## src/rtl/osr_pkg.sv

```systemverilog
package osr_pkg;
   // control register field positions shared by write decode and readback
   localparam int unsigned CTL_RX_BIT = 8;
   localparam int unsigned CTL_TX_BIT = 9;
   localparam int unsigned CTL_TOP_BIT = 9;

   typedef enum logic {
      TRIM_DELAY   = 1'b0,
      TRIM_ADVANCE = 1'b1
   } trim_dir_e;

   typedef enum logic {
      SEL_CTRL = 1'b0,
      SEL_TRIM = 1'b1
   } reg_sel_e;
endpackage

```

## src/rtl/osr_ctl_reg.sv

```systemverilog
module osr_ctl_reg
   import osr_pkg::*;
#(
   parameter int unsigned PRES_W   = 5,
   parameter int unsigned PRES_RST = 9
) (
   input  logic              clk,
   input  logic              rst_n,
   input  logic              wr_ctl,
   input  logic [PRES_W-1:0] wr_pres,
   input  logic              wr_rx,
   input  logic              wr_tx,
   output logic [PRES_W-1:0] pres,
   output logic              rx_en,
   output logic              tx_en
);
   localparam logic [PRES_W-1:0] PRES_INIT = PRES_W'(PRES_RST);

   always_ff @(posedge clk) begin
      if (!rst_n) begin
         pres  <= PRES_INIT;
         rx_en <= 1'b0;
         tx_en <= 1'b0;
      end else if (wr_ctl) begin
         pres  <= wr_pres;
         rx_en <= wr_rx;
         tx_en <= wr_tx;
      end
   end
endmodule

```

## src/rtl/osr_step_ctl.sv

```systemverilog
module osr_step_ctl
   import osr_pkg::*;
#(
   parameter int unsigned STEP_W = 3
) (
   input  logic              clk,
   input  logic              rst_n,
   input  logic              wr_trim,
   input  logic [STEP_W-1:0] wr_steps,
   input  trim_dir_e         wr_dir,
   input  logic              rx_en,
   input  logic              period_end,
   output logic [STEP_W-1:0] steps_left,
   output trim_dir_e         step_dir,
   output logic              step_pending,
   output logic              reject
);
   localparam logic [STEP_W-1:0] STEP_ONE = STEP_W'(1);

   logic busy;
   logic accept;

   // an adjustment is in flight only while receive timing is live
   assign busy         = rx_en && (steps_left != '0);
   assign accept       = wr_trim && !busy;
   assign step_pending = busy;

   always_ff @(posedge clk) begin
      if (!rst_n) begin
         steps_left <= '0;
         step_dir   <= TRIM_DELAY;
      end else if (accept) begin
         steps_left <= wr_steps;
         step_dir   <= wr_dir;
      end else if (busy && period_end) begin
         steps_left <= steps_left - STEP_ONE;
      end
   end

   always_ff @(posedge clk) begin
      if (!rst_n) begin
         reject <= 1'b0;
      end else if (wr_trim) begin
         reject <= busy;
      end
   end
endmodule

```

## src/rtl/osr_divider.sv

```systemverilog
module osr_divider
   import osr_pkg::*;
#(
   parameter int unsigned PRES_W = 5
) (
   input  logic              clk,
   input  logic              rst_n,
   input  logic              active,
   input  logic [PRES_W-1:0] pres,
   input  logic              step_pending,
   input  trim_dir_e         step_dir,
   output logic              period_end,
   output logic              osr_strobe
);
   localparam int unsigned CNT_W = PRES_W + 1;
   localparam logic [CNT_W-1:0] CNT_ONE = CNT_W'(1);

   logic              run_q;
   logic              go;
   logic [CNT_W-1:0]  cnt_q;
   logic [CNT_W-1:0]  limit;
   logic [PRES_W-1:0] pres_q;

   // first enabled cycle only arms the divider and latches the prescale
   assign go = run_q && active;

   always_comb begin
      limit = {1'b0, pres_q};
      if (step_pending) begin
         if (step_dir == TRIM_ADVANCE) begin
            if (pres_q != '0) limit = limit - CNT_ONE;
         end else begin
            limit = limit + CNT_ONE;
         end
      end
   end

   // >= keeps a limit that drops mid-period from being overrun
   assign period_end = go && (cnt_q >= limit);

   always_ff @(posedge clk) begin
      if (!rst_n) begin
         run_q      <= 1'b0;
         cnt_q      <= '0;
         pres_q     <= '0;
         osr_strobe <= 1'b0;
      end else begin
         run_q      <= active;
         osr_strobe <= period_end;
         if (!go || period_end) begin
            cnt_q  <= '0;
            pres_q <= pres;
         end else begin
            cnt_q  <= cnt_q + CNT_ONE;
         end
      end
   end
endmodule

```

## src/rtl/osr_strobe_gen.sv

```systemverilog
module osr_strobe_gen
   import osr_pkg::*;
#(
   parameter int unsigned DATA_W   = 16,
   parameter int unsigned PRES_W   = 5,
   parameter int unsigned STEP_W   = 3,
   parameter int unsigned PRES_RST = 9
) (
   input  logic              clk,
   input  logic              rst_n,
   input  logic              wr_en,
   input  logic              wr_sel,
   input  logic [DATA_W-1:0] wr_data,
   input  logic              rd_sel,
   output logic [DATA_W-1:0] rd_data,
   output logic              osr_strobe,
   output logic [STEP_W-1:0] steps_left,
   output logic              ft_reject
);
   localparam int unsigned DIR_BIT = STEP_W;

   if (PRES_W < 2 || PRES_W > CTL_RX_BIT) begin : g_bad_pres
      $error("PRES_W must lie between 2 and the receive-enable bit position");
   end
   if (DATA_W <= CTL_TOP_BIT || DATA_W <= DIR_BIT) begin : g_bad_data
      $error("DATA_W too narrow for the register fields");
   end
   if (PRES_RST >= (1 << PRES_W)) begin : g_bad_rst
      $error("PRES_RST does not fit in PRES_W bits");
   end

   logic [PRES_W-1:0] pres;
   logic              rx_en;
   logic              tx_en;
   logic              period_end;
   logic              step_pending;
   trim_dir_e         step_dir;
   logic              unused_wr_bits;

   assign unused_wr_bits = ^wr_data;

   osr_ctl_reg #(
      .PRES_W   (PRES_W),
      .PRES_RST (PRES_RST)
   ) u_ctl (
      .clk     (clk),
      .rst_n   (rst_n),
      .wr_ctl  (wr_en && (wr_sel == SEL_CTRL)),
      .wr_pres (wr_data[PRES_W-1:0]),
      .wr_rx   (wr_data[CTL_RX_BIT]),
      .wr_tx   (wr_data[CTL_TX_BIT]),
      .pres    (pres),
      .rx_en   (rx_en),
      .tx_en   (tx_en)
   );

   osr_step_ctl #(
      .STEP_W (STEP_W)
   ) u_step (
      .clk          (clk),
      .rst_n        (rst_n),
      .wr_trim      (wr_en && (wr_sel == SEL_TRIM)),
      .wr_steps     (wr_data[STEP_W-1:0]),
      .wr_dir       (trim_dir_e'(wr_data[DIR_BIT])),
      .rx_en        (rx_en),
      .period_end   (period_end),
      .steps_left   (steps_left),
      .step_dir     (step_dir),
      .step_pending (step_pending),
      .reject       (ft_reject)
   );

   osr_divider #(
      .PRES_W (PRES_W)
   ) u_div (
      .clk          (clk),
      .rst_n        (rst_n),
      .active       (tx_en || rx_en),
      .pres         (pres),
      .step_pending (step_pending),
      .step_dir     (step_dir),
      .period_end   (period_end),
      .osr_strobe   (osr_strobe)
   );

   always_comb begin
      rd_data = '0;
      if (rd_sel == SEL_TRIM) begin
         rd_data[STEP_W-1:0] = steps_left;
         rd_data[DIR_BIT]    = step_dir;
      end else begin
         rd_data[PRES_W-1:0] = pres;
         rd_data[CTL_RX_BIT] = rx_en;
         rd_data[CTL_TX_BIT] = tx_en;
      end
   end
endmodule

```

## config.mk

```make
export PLATFORM = sky130hd
export DESIGN_NAME = osr_strobe_gen
export DESIGN_NICKNAME = d
export VERILOG_FILES = /design/src/rtl/osr_pkg.sv /design/src/rtl/osr_ctl_reg.sv /design/src/rtl/osr_step_ctl.sv /design/src/rtl/osr_divider.sv /design/src/rtl/osr_strobe_gen.sv
export SDC_FILE = /design/constraint.sdc
export NUM_CORES = 1
export LEC_CHECK = 0
export CORE_UTILIZATION = 48
export CTS_BUF_LIST = sky130_fd_sc_hd__clkbuf_8 sky130_fd_sc_hd__clkbuf_16
export CTS_CLUSTER_SIZE = 12
export DETAILED_ROUTE_END_ITERATION = 8
export HOLD_SLACK_MARGIN = 0.05
export PLACE_DENSITY = 0.85
export SLEW_MARGIN = 20
export SYNTH_ARGS = -nofsm -noshare
export SYNTH_HDL_FRONTEND = slang
export SYNTH_SLANG_ARGS = --single-unit
```

## constraint.sdc

```tcl
create_clock -name clk -period 3 [get_ports clk]
set_input_delay 0.9 -clock clk [delete_from_list [all_inputs] [get_ports clk]]
set_output_delay 0.9 -clock clk [all_outputs]
set_load 0.02 [all_outputs]
```

==> results of run 1 <==
[cell families after synthesis]
logic type      after synthesis  share of synthesized area [%]
flops                        25                           32.9
other cells                   1                          0.246
xor+xnor                      6                           3.45
buf+inv                      23                           8.54
simple gates                 70                           23.7
mux                          10                           6.90
fa+ha+maj                    11                           9.04
compound gates               35                           15.3
[sequential cells by signal (all words and copies together) (netlist names)]
name / count
u_step.step_dir: 1
u_step.steps_left: 3
u_div.cnt_q: 6
u_ctl.pres: 5
u_div.run_q: 1
u_div.osr_strobe: 1
u_ctl.rx_en: 1
u_ctl.tx_en: 1
u_div.pres_q: 5
u_step.reject: 1
[final cells by class]
cell class | count | area, µm²
Clock inverter | 1 | 3.75
Tap cell | 44 | 55.1
Fill cell | 255 | 1210
Clock buffer | 3 | 41.3
Timing Repair Buffer | 26 | 254
Inverter | 9 | 33.8
Multi-Input combinational cell | 141 | 926
Sequential cell | 25 | 500
[per-stage QoR]
step / cell area (µm²) / util (%)
floorplan: 1550 / -
global placement: 1760 / 58.3
detailed placement: 1760 / 58.3
CTS: 1810 / 59.8
global route: 1810 / 59.9
finish: 1810 / 59.9
[cells in the mapped netlist, types with 2 or more instances]
| cell | instances | area share (%) |
|---|---|---|
| o211ai_1 | 2 | 0.99 |
| nand2_1 | 23 | 5.7 |
| nor2b_1 | 11 | 4.5 |
| o21ai_0 | 10 | 3.3 |
| nor4b_1 | 2 | 1.2 |
| nor2_1 | 11 | 2.7 |
| xor2_1 | 2 | 1.2 |
| and3_1 | 4 | 1.6 |
| nand2b_1 | 3 | 1.2 |
| clkbuf_1 | 2 | 0.49 |
| dfxtp_1 | 25 | 33 |
| a21oi_1 | 4 | 1.3 |
| nand3_1 | 8 | 2.6 |
| nor3_1 | 2 | 0.66 |
| a21boi_0 | 6 | 3.0 |
| mux2_2 | 4 | 3.0 |
| o21a_1 | 3 | 1.5 |
| buf_4 | 9 | 4.4 |
| mux2i_1 | 6 | 3.9 |
| inv_1 | 9 | 2.2 |
| o31ai_1 | 2 | 0.99 |
| xnor2_1 | 4 | 2.3 |
| ha_1 | 11 | 9.0 |
[worst max-delay path by stage]
stage	slack (ns)	cells after the start	startpoint	end
floorplan	0.30	13	u_step.steps_left[0]	u_div.pres_q[0]
global route	-0.01	13	u_step.steps_left[0]	u_div.pres_q[3]
finish	0.04	3	rd_sel	rd_data[0]
detailed placement	-0.33	3	rd_sel	rd_data[0]
CTS	0.04	3	rd_sel	rd_data[0]
global placement	-0.32	3	rd_sel	rd_data[2]
[layer usage]
layer,wire (µm),up-vias
li1,-,654
met1,1340,578
met2,1510,28
met3,65,5
met4,37,0
met5,0,-
[report_power, final]
part / leakage (nW) / total [mW] / switching (mW) / internal (mW)
clock network: 0.0269 / 0.189 / 0.0975 / 0.0914
logic: 0.519 / 0.127 / 0.0662 / 0.0613
registers: 0.204 / 0.358 / 0.0144 / 0.343
total: 0.750 / 0.674 / 0.178 / 0.496
[timing repair]
action / in CTS / in global routing
resized for setup: 3 / 2
setup endpoints to repair: 7 / 11
pin swaps: 0 / 0
==> impl_results.html, run 1 <==
<table>
<tr><th>Metric</th><th>Value</th></tr>
<tr><th colspan="2">Outcome</th></tr>
<tr><td>Run status</td><td>finished, final reports clean</td></tr>
<tr><th colspan="2">Finish</th></tr>
<tr><td>Most frequent cells in the layout</td><td>dfxtp_1, nand2_1, clkdlybuf4s50_1</td></tr>
<tr><td>Share of layout cells above drive strength 1</td><td>8.29%</td></tr>
<tr><td>Most common library cell in the layout ignoring fill and taps</td><td>dfxtp_1</td></tr>
<tr><td>P&amp;R area growth vs syn</td><td>19.1%</td></tr>
<tr><td>Antenna cell count</td><td>0</td></tr>
<tr><td>Number of cells in the finished layout apart from fillers</td><td>249</td></tr>
<tr><td>Post-layout net count</td><td>238</td></tr>
<tr><th colspan="2">Timing</th></tr>
<tr><td>Max Transition Viols Final</td><td>0</td></tr>
<tr><td>Final Critical Period</td><td>2.96 ns</td></tr>
<tr><td>Period utilization</td><td>98.7%</td></tr>
<tr><td>Worst setup skew after layout</td><td>0.00206 ns</td></tr>
<tr><td>Summed negative setup slack over all endpoints</td><td>0 ns</td></tr>
<tr><td>Hold Slack</td><td>0.469 ns</td></tr>
<tr><td>Final-report hold violation count</td><td>0</td></tr>
<tr><td>Peak Freq</td><td>0.338 GHz</td></tr>
<tr><td>Unrepaired setup endpoints after global routing</td><td>true</td></tr>
<tr><td>Setup-violating endpoint count in the final report</td><td>0</td></tr>
<tr><td>Final worst setup slack</td><td>0.0387 ns</td></tr>
<tr><th colspan="2">Synthesis</th></tr>
<tr><td>Count of flip-flops with a built-in enable after synthesis</td><td>0</td></tr>
<tr><td>Total of flip-flops plus latches after synthesis</td><td>25</td></tr>
<tr><td>Predominant post-synthesis flop cell</td><td>dfxtp_1</td></tr>
<tr><td>Mean cell area of the mapped netlist</td><td>8.41 µm²</td></tr>
<tr><td>Post-Syn Area</td><td>0.00152 mm²</td></tr>
<tr><td>Portion of the post-synthesis area used by sequential elements</td><td>32.9%</td></tr>
<tr><td>Number of cells produced by synthesis</td><td>181</td></tr>
<tr><td>Number of warning messages in the yosys log</td><td>0</td></tr>
<tr><td>Number of distinct library cells after synthesis</td><td>41</td></tr>
<tr><td>Share of flip-flops with an asynchronous set or reset after synthesis</td><td>0%</td></tr>
<tr><th colspan="2">Critical path</th></tr>
<tr><td>Capture point of the worst reg-to-reg path</td><td>u_div.pres_q[3]</td></tr>
<tr><td>Worst setup slack for register-to-register paths</td><td>0.16 ns</td></tr>
<tr><td>Cell type of the slowest stage on the worst timing path</td><td>clkdlybuf4s50_1</td></tr>
<tr><td>Critical path's top delay family</td><td>buffers and inverters</td></tr>
<tr><td>Sort of element at the start of the critical path</td><td>input port</td></tr>
<tr><td>Source of the worst register-to-register timing path</td><td>u_step.steps_left[0]</td></tr>
<tr><td>Worst Path Required</td><td>2.10 ns</td></tr>
<tr><td>Worst Path Max Fanout</td><td>6</td></tr>
<tr><td>Nature of the critical path endpoint</td><td>primary output</td></tr>
<tr><td>Setup Crit Path Kind</td><td>input port to primary output</td></tr>
<tr><td>Worst-path cell chain</td><td>clkdlybuf4s15_2, mux2_2, clkdlybuf4s50_1</td></tr>
<tr><td>Largest stage delay on the critical path</td><td>0.54 ns</td></tr>
<tr><td>Arrival time of the worst setup path</td><td>2.06 ns</td></tr>
<tr><td>Depth of the worst register-to-register path</td><td>13</td></tr>
<tr><td>Buffers &amp; Inverters on Critical Path</td><td>2</td></tr>
<tr><th colspan="2">GRT</th></tr>
<tr><td>Wire length of the first global-routing pass</td><td>4920 µm</td></tr>
<tr><td>Global Route met1 Usage</td><td>23.4%</td></tr>
<tr><td>Highest-utilization routing layer at the global route stage</td><td>met2</td></tr>
<tr><td>Final global-route overflow total</td><td>0</td></tr>
<tr><td>Met2 GRT Util</td><td>33.0%</td></tr>
<tr><td>Met3 Use GR</td><td>2.86%</td></tr>
<tr><td>Vias in the first global route</td><td>1160</td></tr>
<tr><td>GRT Overall Usage</td><td>18.9%</td></tr>
<tr><td>Initial antenna violation count</td><td>0</td></tr>
<tr><td>Pin count of the biggest net entering global routing</td><td>15</td></tr>
<tr><th colspan="2">Hold path</th></tr>
<tr><td>Worst min-delay path class</td><td>flip-flop to flip-flop</td></tr>
<tr><td>Hold wc startpoint</td><td>u_div.cnt_q[0]</td></tr>
<tr><td>End point of the worst hold path</td><td>u_div.cnt_q[0]</td></tr>
<tr><td>Number of stages on the worst hold path</td><td>1</td></tr>
<tr><th colspan="2">Clock tree</th></tr>
<tr><td>Post-CTS setup buffers</td><td>0</td></tr>
<tr><td>CTS H-tree depth</td><td>1</td></tr>
<tr><td>Cell chosen for the clock root</td><td>clkbuf_8</td></tr>
<tr><td>Clock latency reported for the late side of the worst-skew pair</td><td>0.26 ns</td></tr>
<tr><td>Inserted Clock Buffers</td><td>3</td></tr>
<tr><td>Clock tree from TritonCTS</td><td>yes</td></tr>
<tr><td>Clock transition at the register clock pins on the worst setup and hold paths after CTS</td><td>0.08 ns</td></tr>
<tr><td>Clock tree sinks</td><td>25</td></tr>
<tr><td>Largest buffer count on any clock path</td><td>2</td></tr>
<tr><td>CTS Hold Buffers Added</td><td>0</td></tr>
<tr><th colspan="2">Routing</th></tr>
<tr><td>Remaining routing DRC violations</td><td>0</td></tr>
<tr><td>Detail-routed via count per cell</td><td>5.08</td></tr>
<tr><td>Antenna-violating nets left</td><td>0</td></tr>
<tr><td>Count of routing violations after the opening detailed-route iteration</td><td>19</td></tr>
<tr><td>Pre-Repair DR Iteration Count</td><td>4</td></tr>
<tr><td>Count of vias placed by the detailed router</td><td>1265</td></tr>
<tr><td>Final Routed Wirelength</td><td>2950 µm</td></tr>
<tr><td>Routed length per placed instance</td><td>11.8 µm</td></tr>
<tr><th colspan="2">Floorplanning</th></tr>
<tr><td>Die ar.</td><td>0.00340 mm²</td></tr>
<tr><td>Chip height</td><td>58.3 µm</td></tr>
<tr><td>Horiz. Die Dim</td><td>58.3 µm</td></tr>
<tr><td>I/O pin count</td><td>42</td></tr>
<tr><td>Starting density of the core</td><td>50.3%</td></tr>
<tr><td>Row cnt</td><td>20</td></tr>
<tr><td>Placeable core region</td><td>0.00303 mm²</td></tr>
<tr><th colspan="2">Place</th></tr>
<tr><td>Placed instance count</td><td>245</td></tr>
<tr><td>Placed wire-length estimate</td><td>2320 µm</td></tr>
<tr><td>Final weighted congestion in routability-driven placement</td><td>0.802</td></tr>
<tr><td>Post-placement worst setup slack</td><td>-0.335 ns</td></tr>
<tr><td>Count of buffers inserted at the top-level ports</td><td>23</td></tr>
<tr><th colspan="2">Flow run</th></tr>
<tr><td>Number of violations of the max-capacitance limit</td><td>0</td></tr>
<tr><th colspan="2">Power</th></tr>
<tr><td>Power density normalized to cell area</td><td>372 mW/mm²</td></tr>
<tr><td>Total power of the final layout</td><td>674 µW</td></tr>
<tr><td>Static leakage power</td><td>0.750 nW</td></tr>
<tr><td>Maximum ir drop on the vdd rail</td><td>0.228 mV</td></tr>
</table>
Power figures use the tool's default switching activity.
==> inputs of run 2 (changes only) <==
--- a/config.mk
+++ b/config.mk
@@ -9,6 +9,7 @@
 export CTS_BUF_LIST = sky130_fd_sc_hd__clkbuf_8 sky130_fd_sc_hd__clkbuf_16
 export CTS_CLUSTER_SIZE = 12
 export DETAILED_ROUTE_END_ITERATION = 8
+export GPL_TIMING_DRIVEN = 1
 export HOLD_SLACK_MARGIN = 0.05
 export PLACE_DENSITY = 0.85
 export SLEW_MARGIN = 20
==> results of run 2 <==
No change in the layout: final DEF, timing and power equal those of run 1.
==> inputs of run 3 (changes only) <==
--- a/config.mk
+++ b/config.mk
@@ -12,6 +12,7 @@
 export GPL_TIMING_DRIVEN = 1
 export HOLD_SLACK_MARGIN = 0.05
 export PLACE_DENSITY = 0.85
+export SKIP_CTS_REPAIR_TIMING = 1
 export SLEW_MARGIN = 20
 export SYNTH_ARGS = -nofsm -noshare
 export SYNTH_HDL_FRONTEND = slang
==> run 3 against run 2 <==
- sequential power hardly changed
- worst hold slack hardly changed
- flip-flop and latch count stayed put
- die area stayed put
- global-route usage stayed put
- combinational power hardly changed
- worst setup slack better by 0.0028 ns
- final cell count stayed put
- critical path depth stayed put
- first-iteration DRC count stayed put
- routed wire length is 0.10% higher
- cell area hardly changed
- critical endpoint is now rd_data[1]
==> impl_results.html, run 3 (same netlist as run 1, synthesis figures left out) <==
<table>
<tr><th>Metric</th><th>Value</th></tr>
<tr><th colspan="2">Outcome</th></tr>
<tr><td>Run status</td><td>finished, final reports clean</td></tr>
<tr><th colspan="2">Finish</th></tr>
<tr><td>Antenna cell count</td><td>0</td></tr>
<tr><td>Largest registers ranked by flip-flop count</td><td>u_div.cnt_q (6), u_ctl.pres (5), u_div.pres_q (5)</td></tr>
<tr><td>Cell area after layout</td><td>0.00182 mm²</td></tr>
<tr><td>Multi-input combinational cell area</td><td>926 µm²</td></tr>
<tr><td>Flip-flop count of the largest register after layout</td><td>6</td></tr>
<tr><td>Reg with most FFs</td><td>u_div.cnt_q</td></tr>
<tr><td>Most common library cell in the layout ignoring fill and taps</td><td>dfxtp_1</td></tr>
<tr><td>Share of layout cells above drive strength 1</td><td>7.80%</td></tr>
<tr><td>Core occupancy in the finished layout</td><td>60.0%</td></tr>
<tr><td>P&amp;R area growth vs syn</td><td>19.2%</td></tr>
<tr><td>Post-layout net count</td><td>238</td></tr>
<tr><td>Filler Cells Inserted</td><td>255</td></tr>
<tr><td>Storage element area</td><td>500 µm²</td></tr>
<tr><td>Most frequent cells in the layout</td><td>dfxtp_1, nand2_1, clkdlybuf4s50_1</td></tr>
<tr><th colspan="2">Clock tree</th></tr>
<tr><td>Clock transition at the register clock pins on the worst setup and hold paths after CTS</td><td>0.08 ns</td></tr>
<tr><td>Largest buffer count on any clock path</td><td>2</td></tr>
<tr><td>CTS H-tree depth</td><td>1</td></tr>
<tr><td>Clock latency reported for the late side of the worst-skew pair</td><td>0.26 ns</td></tr>
<tr><td>Clock tree from TritonCTS</td><td>yes</td></tr>
<tr><td>Cell chosen for the clock root</td><td>clkbuf_8</td></tr>
<tr><td>Inserted Clock Buffers</td><td>3</td></tr>
<tr><td>Clock tree sinks</td><td>25</td></tr>
<tr><th colspan="2">Critical path</th></tr>
<tr><td>Nature of the critical path endpoint</td><td>primary output</td></tr>
<tr><td>Setup Crit Path Kind</td><td>input port to primary output</td></tr>
<tr><td>Worst Path Max Fanout</td><td>6</td></tr>
<tr><td>Worst Path Required</td><td>2.10 ns</td></tr>
<tr><td>Arrival time of the worst setup path</td><td>2.06 ns</td></tr>
<tr><td>Sort of element at the start of the critical path</td><td>input port</td></tr>
<tr><th colspan="2">Routing</th></tr>
<tr><td>Detail-routed via count per cell</td><td>5.08</td></tr>
<tr><td>Antenna-violating nets left</td><td>0</td></tr>
<tr><td>Count of vias placed by the detailed router</td><td>1266</td></tr>
<tr><td>Count of routing violations after the opening detailed-route iteration</td><td>19</td></tr>
<tr><td>Final Routed Wirelength</td><td>2950 µm</td></tr>
<tr><td>Remaining routing DRC violations</td><td>0</td></tr>
<tr><td>Routed length per placed instance</td><td>11.8 µm</td></tr>
<tr><td>Pre-Repair DR Iteration Count</td><td>4</td></tr>
<tr><th colspan="2">Floorplanning</th></tr>
<tr><td>Placeable core region</td><td>0.00303 mm²</td></tr>
<tr><td>Chip height</td><td>58.3 µm</td></tr>
<tr><td>Row cnt</td><td>20</td></tr>
<tr><td>Horiz. Die Dim</td><td>58.3 µm</td></tr>
<tr><td>Die ar.</td><td>0.00340 mm²</td></tr>
<tr><td>I/O pin count</td><td>42</td></tr>
<tr><td>Starting density of the core</td><td>50.3%</td></tr>
<tr><th colspan="2">Place</th></tr>
<tr><td>Placed wire-length estimate</td><td>2320 µm</td></tr>
<tr><td>Count of buffers inserted at the top-level ports</td><td>23</td></tr>
<tr><td>Post-detailed-placement cell area</td><td>0.00176 mm²</td></tr>
<tr><td>Final weighted congestion in routability-driven placement</td><td>0.802</td></tr>
<tr><td>Post-placement worst setup slack</td><td>-0.335 ns</td></tr>
<tr><th colspan="2">GRT</th></tr>
<tr><td>Pin count of the biggest net entering global routing</td><td>15</td></tr>
<tr><td>Vias in the first global route</td><td>1160</td></tr>
<tr><td>Initial antenna violation count</td><td>0</td></tr>
<tr><td>Wire length of the first global-routing pass</td><td>4920 µm</td></tr>
<tr><td>GRT Overall Usage</td><td>18.9%</td></tr>
<tr><td>Final global-route overflow total</td><td>0</td></tr>
<tr><th colspan="2">Timing</th></tr>
<tr><td>Final worst setup slack</td><td>0.0416 ns</td></tr>
<tr><td>Worst setup skew after layout</td><td>0.00339 ns</td></tr>
<tr><td>Unrepaired setup endpoints after global routing</td><td>true</td></tr>
<tr><td>Peak Freq</td><td>0.338 GHz</td></tr>
<tr><td>Max Transition Viols Final</td><td>0</td></tr>
<tr><td>Final-report hold violation count</td><td>0</td></tr>
<tr><td>Final Critical Period</td><td>2.96 ns</td></tr>
<tr><td>Period utilization</td><td>98.6%</td></tr>
<tr><td>Setup-violating endpoint count in the final report</td><td>0</td></tr>
<tr><td>Hold Slack</td><td>0.470 ns</td></tr>
<tr><th colspan="2">Power</th></tr>
<tr><td>Static leakage power</td><td>0.758 nW</td></tr>
<tr><td>Power density normalized to cell area</td><td>372 mW/mm²</td></tr>
<tr><td>Total power of the final layout</td><td>676 µW</td></tr>
<tr><td>Maximum ir drop on the vdd rail</td><td>0.231 mV</td></tr>
<tr><th colspan="2">Hold path</th></tr>
<tr><td>Worst min-delay path class</td><td>flip-flop to flip-flop</td></tr>
<tr><th colspan="2">Flow run</th></tr>
<tr><td>Number of violations of the max-capacitance limit</td><td>0</td></tr>
</table>
-- run 3: changes by cell type in the layout (fill, tap and decap cells not counted), sizes merged --
cell and delta:
clkdlybuf4s15 -1, dlymetal6s2s +1
-- run 3: routing by layer --
layer / global-route usage (%) / part of all wire (%) / up-vias / routed length, µm
met2: 33.0 / 51 / 28 / 1500
met3: 2.86 / 2.4 / 5 / 70
met1: 23.4 / 45 / 580 / 1340
li1: - / - / 653 / -
met5: 0 / 0 / - / 0
met4: 7.48 / 1.3 / 0 / 37
-- run 3: stage by stage --
stage / setup TNS (ns) / instances
floorplan: 0 / 189
finish: 0 / 249
global placement: -1.85 / 245
global route: -0.0234 / 249
detailed placement: -1.90 / 245
CTS: -2.00 / 249
-- run 3: worst paths after layout --
| kind | from | slack, ns | cells after the start | end |
|---|---|---|---|---|
| worst max-delay path | rd_sel | 0.04 | 3 | rd_data[1] |
| worst min-delay path | u_div.cnt_q[0] | 0.47 | 1 | u_div.cnt_q[0] |
| worst max register to register | u_step.steps_left[0] | 0.15 | 13 | u_div.pres_q[3] |
| worst min register to register | u_div.cnt_q[0] | 0.47 | 1 | u_div.cnt_q[0] |
-- run 3: power breakdown --
part | switching, mW | internal, mW
registers | 0.0143 | 0.343
logic | 0.0660 | 0.0613
clock network | 0.0991 | 0.0914
-- run 3: layout make-up --
cell class,instances,share of cell area (%)
Tap cell,44,3.03
Inverter,9,1.86
Multi-Input combinational cell,141,51.0
Clock inverter,1,0.207
Sequential cell,25,27.6
Timing Repair Buffer,26,14.1
Clock buffer,3,2.27
-- run 3: critical path: stages --
cell             delay [ns]
dlymetal6s2s_1         0.24
mux2_2                 0.38
clkdlybuf4s50_1        0.54
